--- src/rtl/sw_arq_pkg.sv ---
package sw_arq_pkg;

   typedef enum logic [1:0] {
      TX_IDLE = 2'd0,
      TX_SEND = 2'd1,
      TX_WAIT = 2'd2
   } tx_state_e;

   function automatic int unsigned cnt_width(input int unsigned cyc);
      return (cyc < 2) ? 1 : $clog2(cyc);
   endfunction

endpackage

--- src/rtl/sw_arq_timer.sv ---
module sw_arq_timer #(
   parameter int unsigned CYC = 16
) (
   input  logic clk,
   input  logic rst_n,
   input  logic load,
   input  logic run,
   output logic expired
);
   localparam int unsigned CW = sw_arq_pkg::cnt_width(CYC);
   localparam logic [CW-1:0] RELOAD = CW'(CYC - 1);

   logic [CW-1:0] cnt;

   // reload on every send, count down while awaiting
   always_ff @(posedge clk) begin
      if (!rst_n)
         cnt <= '0;
      else if (load)
         cnt <= RELOAD;
      else if (run && cnt != '0)
         cnt <= cnt - 1'b1;
   end

   assign expired = run && (cnt == '0);

endmodule

--- src/rtl/sw_arq_tx.sv ---
module sw_arq_tx
   import sw_arq_pkg::*;
#(
   parameter int unsigned FRAME_W     = 8,
   parameter int unsigned TIMEOUT_CYC = 16
) (
   input  logic               clk,
   input  logic               rst_n,
   input  logic               up_req,
   input  logic [FRAME_W-1:0] up_frame,
   output logic               up_accept,
   output logic               tx_strobe,
   output logic [FRAME_W-1:0] tx_frame,
   output logic               tx_seq,
   input  logic               ack_strobe,
   input  logic               ack_seq,
   input  logic               nak_strobe,
   output logic               awaiting
);
   tx_state_e          state, state_nx;
   logic [FRAME_W-1:0] held;
   logic               seq;
   logic               ack_ok;
   logic               expired;

   assign awaiting  = (state == TX_WAIT);
   assign up_accept = (state == TX_IDLE) && up_req;
   assign tx_strobe = (state == TX_SEND);
   assign tx_frame  = held;
   assign tx_seq    = seq;
   // only a matching acknowledgement counts
   assign ack_ok    = awaiting && ack_strobe && (ack_seq == seq);

   sw_arq_timer #(.CYC(TIMEOUT_CYC)) u_timer (
      .clk     (clk),
      .rst_n   (rst_n),
      .load    (tx_strobe),
      .run     (awaiting),
      .expired (expired)
   );

   always_comb begin
      state_nx = state;
      unique case (state)
         TX_IDLE: if (up_req) state_nx = TX_SEND;
         TX_SEND: state_nx = TX_WAIT;
         TX_WAIT: begin
            // acknowledgement takes priority over NAK and timeout
            if (ack_ok)
               state_nx = TX_IDLE;
            else if (nak_strobe || expired)
               state_nx = TX_SEND;
         end
         default: state_nx = TX_IDLE;
      endcase
   end

   always_ff @(posedge clk) begin
      if (!rst_n) begin
         state <= TX_IDLE;
         held  <= '0;
         seq   <= 1'b0;
      end else begin
         state <= state_nx;
         if (up_accept) held <= up_frame;
         if (ack_ok)    seq  <= ~seq;
      end
   end

endmodule

--- src/rtl/sw_arq_rx.sv ---
module sw_arq_rx #(
   parameter int unsigned FRAME_W    = 8,
   parameter bit          RX_OUT_REG = 1'b1
) (
   input  logic               clk,
   input  logic               rst_n,
   input  logic               rx_strobe,
   input  logic [FRAME_W-1:0] rx_frame,
   input  logic               rx_seq,
   input  logic               rx_good,
   input  logic               rx_ready,
   output logic               rx_ack_strobe,
   output logic               rx_ack_seq,
   output logic               dlv_strobe,
   output logic [FRAME_W-1:0] dlv_frame
);
   logic expect_seq;
   logic take;
   logic fresh;

   // damaged or unready frames are dropped silently
   assign take  = rx_strobe && rx_good && rx_ready;
   // only the expected bit is delivered
   assign fresh = take && (rx_seq == expect_seq);

   always_ff @(posedge clk) begin
      if (!rst_n)
         expect_seq <= 1'b0;
      else if (fresh)
         expect_seq <= ~expect_seq;
   end

   generate
      if (RX_OUT_REG) begin : g_out_reg
         logic               ack_q, ack_seq_q, dlv_q;
         logic [FRAME_W-1:0] frame_q;
         always_ff @(posedge clk) begin
            if (!rst_n) begin
               ack_q     <= 1'b0;
               ack_seq_q <= 1'b0;
               dlv_q     <= 1'b0;
               frame_q   <= '0;
            end else begin
               ack_q     <= take;
               dlv_q     <= fresh;
               if (take)  ack_seq_q <= rx_seq;
               if (fresh) frame_q   <= rx_frame;
            end
         end
         assign rx_ack_strobe = ack_q;
         assign rx_ack_seq    = ack_seq_q;
         assign dlv_strobe    = dlv_q;
         assign dlv_frame     = frame_q;
      end else begin : g_out_comb
         assign rx_ack_strobe = take;
         assign rx_ack_seq    = rx_seq;
         assign dlv_strobe    = fresh;
         assign dlv_frame     = rx_frame;
      end
   endgenerate

endmodule

--- src/rtl/sw_arq_link.sv ---
module sw_arq_link #(
   parameter int unsigned FRAME_W     = 8,
   parameter int unsigned TIMEOUT_CYC = 16,
   parameter bit          RX_OUT_REG  = 1'b1
) (
   input  logic               clk,
   input  logic               rst_n,
   input  logic               up_req,
   input  logic [FRAME_W-1:0] up_frame,
   output logic               up_accept,
   output logic               tx_strobe,
   output logic [FRAME_W-1:0] tx_frame,
   output logic               tx_seq,
   input  logic               ack_strobe,
   input  logic               ack_seq,
   input  logic               nak_strobe,
   input  logic               rx_strobe,
   input  logic [FRAME_W-1:0] rx_frame,
   input  logic               rx_seq,
   input  logic               rx_good,
   input  logic               rx_ready,
   output logic               rx_ack_strobe,
   output logic               rx_ack_seq,
   output logic               dlv_strobe,
   output logic [FRAME_W-1:0] dlv_frame
);
   generate
      if (FRAME_W < 1) begin : g_bad_width
         $error("sw_arq_link: FRAME_W must be at least 1");
      end
      if (TIMEOUT_CYC < 2) begin : g_bad_timeout
         $error("sw_arq_link: TIMEOUT_CYC must be at least 2");
      end
   endgenerate

   logic awaiting;

   sw_arq_tx #(
      .FRAME_W     (FRAME_W),
      .TIMEOUT_CYC (TIMEOUT_CYC)
   ) u_tx (
      .clk        (clk),
      .rst_n      (rst_n),
      .up_req     (up_req),
      .up_frame   (up_frame),
      .up_accept  (up_accept),
      .tx_strobe  (tx_strobe),
      .tx_frame   (tx_frame),
      .tx_seq     (tx_seq),
      .ack_strobe (ack_strobe),
      .ack_seq    (ack_seq),
      .nak_strobe (nak_strobe),
      .awaiting   (awaiting)
   );

   sw_arq_rx #(
      .FRAME_W    (FRAME_W),
      .RX_OUT_REG (RX_OUT_REG)
   ) u_rx (
      .clk           (clk),
      .rst_n         (rst_n),
      .rx_strobe     (rx_strobe),
      .rx_frame      (rx_frame),
      .rx_seq        (rx_seq),
      .rx_good       (rx_good),
      .rx_ready      (rx_ready),
      .rx_ack_strobe (rx_ack_strobe),
      .rx_ack_seq    (rx_ack_seq),
      .dlv_strobe    (dlv_strobe),
      .dlv_frame     (dlv_frame)
   );

endmodule

--- config.mk ---
export PLATFORM = sky130hd
export DESIGN_NAME = sw_arq_link
export DESIGN_NICKNAME = d
export VERILOG_FILES = /design/src/rtl/sw_arq_pkg.sv /design/src/rtl/sw_arq_timer.sv /design/src/rtl/sw_arq_tx.sv /design/src/rtl/sw_arq_rx.sv /design/src/rtl/sw_arq_link.sv
export SDC_FILE = /design/constraint.sdc
export NUM_CORES = 1
export LEC_CHECK = 0
export BUFFER_PORTS_ARGS = -buffer_cell sky130_fd_sc_hd__buf_4
export CORE_UTILIZATION = 51
export CTS_BUF_LIST = sky130_fd_sc_hd__clkbuf_4
export DETAILED_ROUTE_END_ITERATION = 8
export PLACE_DENSITY = 0.85
export SLEW_MARGIN = 20
export SYNTH_ARGS = -nofsm -noshare
export SYNTH_HDL_FRONTEND = slang
export SYNTH_SLANG_ARGS = --single-unit
--- constraint.sdc ---
create_clock -name clk -period 4.2 [get_ports clk]
set_clock_uncertainty 0.15 [all_clocks]
set_input_delay 1.05 -clock clk [delete_from_list [all_inputs] [get_ports clk]]
set_output_delay 1.05 -clock clk [all_outputs]
set_load 0.03 [all_outputs]
[Yosys cells after proc, flatten, opt, wreduce, memory -nomap -nowiden]
Cells that the tools add are included.
Cells by class
  $add $sub $neg: 1
  eq/ne operators: 6
  muxes and demuxes: 6
  bitwise gates (word level): 2
  reductions and logical operators: 14
Operators by type and width (count)
  $logic_and A1 B1 Y1: 8
  $mux W4: 2
  $mux W2: 3
  $pmux W2 S3: 1
  $logic_not A4 Y1: 1
  $reduce_bool A4 Y1: 1
  $sub A4 B1 Y4 const B: 1
  $ne A3 B3 Y1 const B: 1
  $eq A1 B1 Y1: 2
  $eq A2 B1 Y1 const B: 1
  $eq A2 B2 Y1 const B: 1
  $logic_not A2 Y1: 1
  $ne A2 B2 Y1 const B: 1
  $not A1 Y1: 2
  $reduce_and A2 Y1: 1
  $reduce_bool A2 Y1: 1
  $logic_or A1 B1 Y1: 1
Word-level totals
  register bits after elaboration: 27
  bits of input ports: 26
  output and inout bits: 22
  logic and storage cells: 38

[Longest topological paths before layout]
  depth in word-level cells: 6
  depth in mapped cells: 5
  gate-level depth less buffers: 5

[Cells and area by module]
Synthesis repeated with hierarchy kept, for this count alone.
Second synthesis, totals
  cell total of the unflattened synthesis: 118
  area total of the unflattened synthesis: 1149.9 µm²
By module, submodules not included
  sw_arq_rx: times used 1, cells an instance 49, area an instance 478.0 µm², sequential area each 240.2 µm²
  sw_arq_tx: times used 1, cells an instance 44, area an instance 447.9 µm², sequential area each 220.2 µm²
  sw_arq_timer: times used 1, cells an instance 25, area an instance 224.0 µm², sequential area each 80.1 µm²

[Worst setup path before layout]
No wires, ideal clock.
  path kind: in2out
  start point: in up_req
  end point: out up_accept
  data arrival time: 1.523 ns
  required time: 3.000 ns
  setup slack: 1.477 ns
  stages on the path: 2
  buffers on the path: 1
  cells stage by stage: nor3b_1 > buf_2
On the way
  cells in the longest elaborated chain, start to end: 1
Ends and longest elaborated chain
  from (decl): RTL line sw_arq_link.sv:8  | input logic up_req,
  $logic_and A1 B1 Y1: RTL line sw_arq_tx.sv:27  | assign up_accept = (state == TX_IDLE) && up_req;
  to (decl): RTL line sw_arq_link.sv:10  | output logic up_accept,
Every way passes these cells.

[Final worst setup path]
Same ends and word-level chain as after synthesis.

==> summary.md <==
| Metric | Value |
|---|---|
| Run status | `completed` |
| Worst hold path type | `reg2reg` |
| Number of iterations in the first detailed-routing pass | `4` |
| Library cells used by synthesis | `31` |
| Post-placement worst setup slack | `1.28 ns` |
| Met3 Use GR | `0.0340` |
| Clock latency of the later-clocked register in the worst-skew pair | `0.31 ns` |
| Total power per unit cell area | `347 mW/mm²` |
| Count of buffers inserted at the top-level ports | `47` |
| CP max FO | `9` |
| Most used DFF post-synth | `sky130_fd_sc_hd__dfxtp_1` |
| Routed length per placed instance | `12.5 µm` |
| Antenna violations before repair | `0` |
| Layer carrying the most global-route usage | `met2` |
| Total nets after synthesis | `144` |
| Vertical extent of the die | `48.0 µm` |
| Die area | `0.00231 mm²` |
| Cell count after synthesis | `117` |
| Post-synthesis to final-layout area growth | `36.4%` |
| Final cycle utilization of the critical path | `0.698` |
| Core region area | `0.00198 mm²` |
| Clock Pin Slew Worst Setup and Hold Paths | `0.14 ns` |
| Antenna-violating nets left | `0` |
| Largest voltage drop on the vdd net | `0.280 mV` |
| Setup repair after global routing missed its margin | `no` |
| Reported leakage power | `0.000650 µW` |
| Final hold slack | `0.319 ns` |
| Maximum number of pins on one net before global-route repair | `25` |
| Share of synthesized registers carrying an async set or reset | `0` |
| Count of instances resized after the clock tree is built | `0` |
| Sum of negative setup slack | `0 ns` |
| Worst relative slew slack | `0.523` |
| Detailed Route Iter0 Violations | `18` |
| Number of endpoints failing setup at the final stage | `0` |
| Number of global-route vias before repair | `887` |
| Seq/Total Area, Yosys | `0.501` |
| Category of the worst setup path capture point | `output port` |
| First-pass GRT wire length | `3590 µm` |
| Highest achievable clock rate | `341 MHz` |
| Vias per std cell | `5.37` |
| Deepest level of the CTS H-tree | `1` |
| Die W | `48.0 µm` |
| Met2 usage | `0.381` |
| Finished layout cell area | `0.00147 mm²` |
| Max-cap viol count | `0` |
| Drt drc | `0` |
| Final routed wirelength across all metal layers | `2370 µm` |
| Yosys warns | `0` |
| Effective utilization at floorplan | `0.545` |
| Fin worst setup slack | `1.27 ns` |
| Number of hold-repair buffers added at the cts stage | `0` |
| Type of the setup path with the least slack | `in2out` |
| Total congestion overflow | `0` |
| Hold Path Depth | `2` |
| Global Route met1 Usage | `0.280` |
| CTS sink cnt | `27` |
| RD Place Congestion | `0.740` |
| Core utilization of the finished layout | `0.743` |
| Most frequent cells in the layout | `sky130_fd_sc_hd__buf_4, sky130_fd_sc_hd__dfxtp_1, sky130_fd_sc_hd__nand3_1, sky130_fd_sc_hd__a21oi_1` |
| Number of buffers inserted by post-CTS setup repair | `0` |
| WP data required | `3.00 ns` |
| Number of buffers on the longest clock path | `2` |
| Net total in the final layout | `190` |
| Fraction of layout cells with a size suffix above 1 | `0.346` |
| CTS Root Buffer Type | `sky130_fd_sc_hd__clkbuf_4` |
| Diodes inserted | `0` |
| Commonest non-fill, non-tap cell in the layout | `sky130_fd_sc_hd__buf_4` |
| Min Tclk post-route | `2.93 ns` |
| Total global-route track usage | `0.218` |
| Post-synthesis sequential element count | `27` |
| Synthesized area per cell | `9.23 µm²` |
| Placed Instance Area | `0.00145 mm²` |
| Fill count | `156` |
| CP startpoint kind | `primary input` |
| Count of flip-flops with a built-in enable after synthesis | `0` |
| Total CTS buffers | `3` |
| Vias | `1014` |
| Total number of placement rows | `16` |
| Cell count of the worst reg-to-reg path | `5` |
| Hold Vio Cnt, Final | `0` |
| Slew at the pin closest to its max-slew limit | `0.714 ns` |
| Netlist area before placement | `0.00108 mm²` |
| Total count of max-transition violations in the final report | `0` |
| Number of top-level pins | `48` |
| Critical Path AT | `1.73 ns` |
| TritonCTS clock tree | `done` |
| Half-perimeter wire length after detailed placement | `1780 µm` |
[sequential cells by signal (all words and copies together) (netlist names)]
name	cells
u_rx.rx_ack_strobe	1
u_rx.dlv_strobe	1
u_tx.state	2
u_tx.tx_frame	8
u_rx.rx_ack_seq	1
u_tx.tx_seq	1
u_tx.u_timer.cnt	4
u_rx.dlv_frame	8
u_rx.expect_seq	1
[kinds of logic after synthesis]
kind of cell,Yosys count,synth area share
AOI/OAI and AO/OA,30,0.168
xor gates and xnor gates,3,0.0243
adders and majority gates,1,0.0116
buffers and inverters,11,0.0405
DFF,27,0.501
muxes,8,0.0742
and+or+nand+nor,37,0.181
[layout make-up]
| type | count | area [µm²] | area share |
|---|---|---|---|
| flip-flops and latches | 27 | 541 | 0.367 |
| well taps | 27 | 33.8 | 0.0229 |
| clock buffers | 3 | 22.5 | 0.0153 |
| clock inverters | 1 | 5.00 | 0.00340 |
| inverters | 4 | 15.0 | 0.0102 |
| multi-input cells | 79 | 495 | 0.336 |
| repair buffers | 48 | 360 | 0.245 |
[through the flow]
step | cells | power, µW
2_1_floorplan | 117 | 360
6_report | 189 | 511
3_3_place_gp | 185 | 402
4_1_cts | 189 | 514
5_1_grt | 189 | 537
3_5_place_dp | 185 | 407
[final timing paths]
path / startpoint / endpoint / slack (ns)
max: up_req / up_accept / 1.27
min: u_rx.rx_ack_seq$_SDFFE_PN0P_ / u_rx.rx_ack_seq$_SDFFE_PN0P_ / 0.32
max reg2reg: u_tx.u_timer.cnt[0]$_SDFFE_PN0P_ / u_tx.u_timer.cnt[1]$_SDFFE_PN0P_ / 2.49
min reg2reg: u_rx.rx_ack_seq$_SDFFE_PN0P_ / u_rx.rx_ack_seq$_SDFFE_PN0P_ / 0.32
[critical path, stage by stage]
cell	delay, ns
sky130_fd_sc_hd__buf_4	0.08
sky130_fd_sc_hd__nor3b_1	0.18
sky130_fd_sc_hd__buf_4	0.23
sky130_fd_sc_hd__buf_4	0.18
[where the power goes]
part / switching (µW) / internal [µW]
clock network: 73.6 / 35.6
logic: 62.5 / 55.6
registers: 12.1 / 272
[cell usage after synthesis (2+ instances only)]
cell type                   n  area share
sky130_fd_sc_hd__o21ai_0   10       0.046
sky130_fd_sc_hd__buf_2      2      0.0093
sky130_fd_sc_hd__a21oi_1   11       0.051
sky130_fd_sc_hd__nand2_1    4       0.014
sky130_fd_sc_hd__o311a_1    2       0.019
sky130_fd_sc_hd__inv_1      4       0.014
sky130_fd_sc_hd__mux2i_1    8       0.074
sky130_fd_sc_hd__dfxtp_1   27        0.50
sky130_fd_sc_hd__nor2b_1    2       0.012
sky130_fd_sc_hd__nor3_1     2      0.0093
sky130_fd_sc_hd__nor2_1    10       0.035
sky130_fd_sc_hd__nand3_1   11       0.051
sky130_fd_sc_hd__xnor2_1    2       0.016
sky130_fd_sc_hd__clkbuf_1   4       0.014
sky130_fd_sc_hd__a211oi_1   2       0.014
[routing by layer]
layer,routed length [µm],share of wire,vias to the layer above
li1,-,-,505
met1,1050,0.44,472
met2,1200,0.50,35
met3,109,0.046,2
met4,19,0.0080,0
met5,0,0,-
Power figures use the tool's default switching activity.
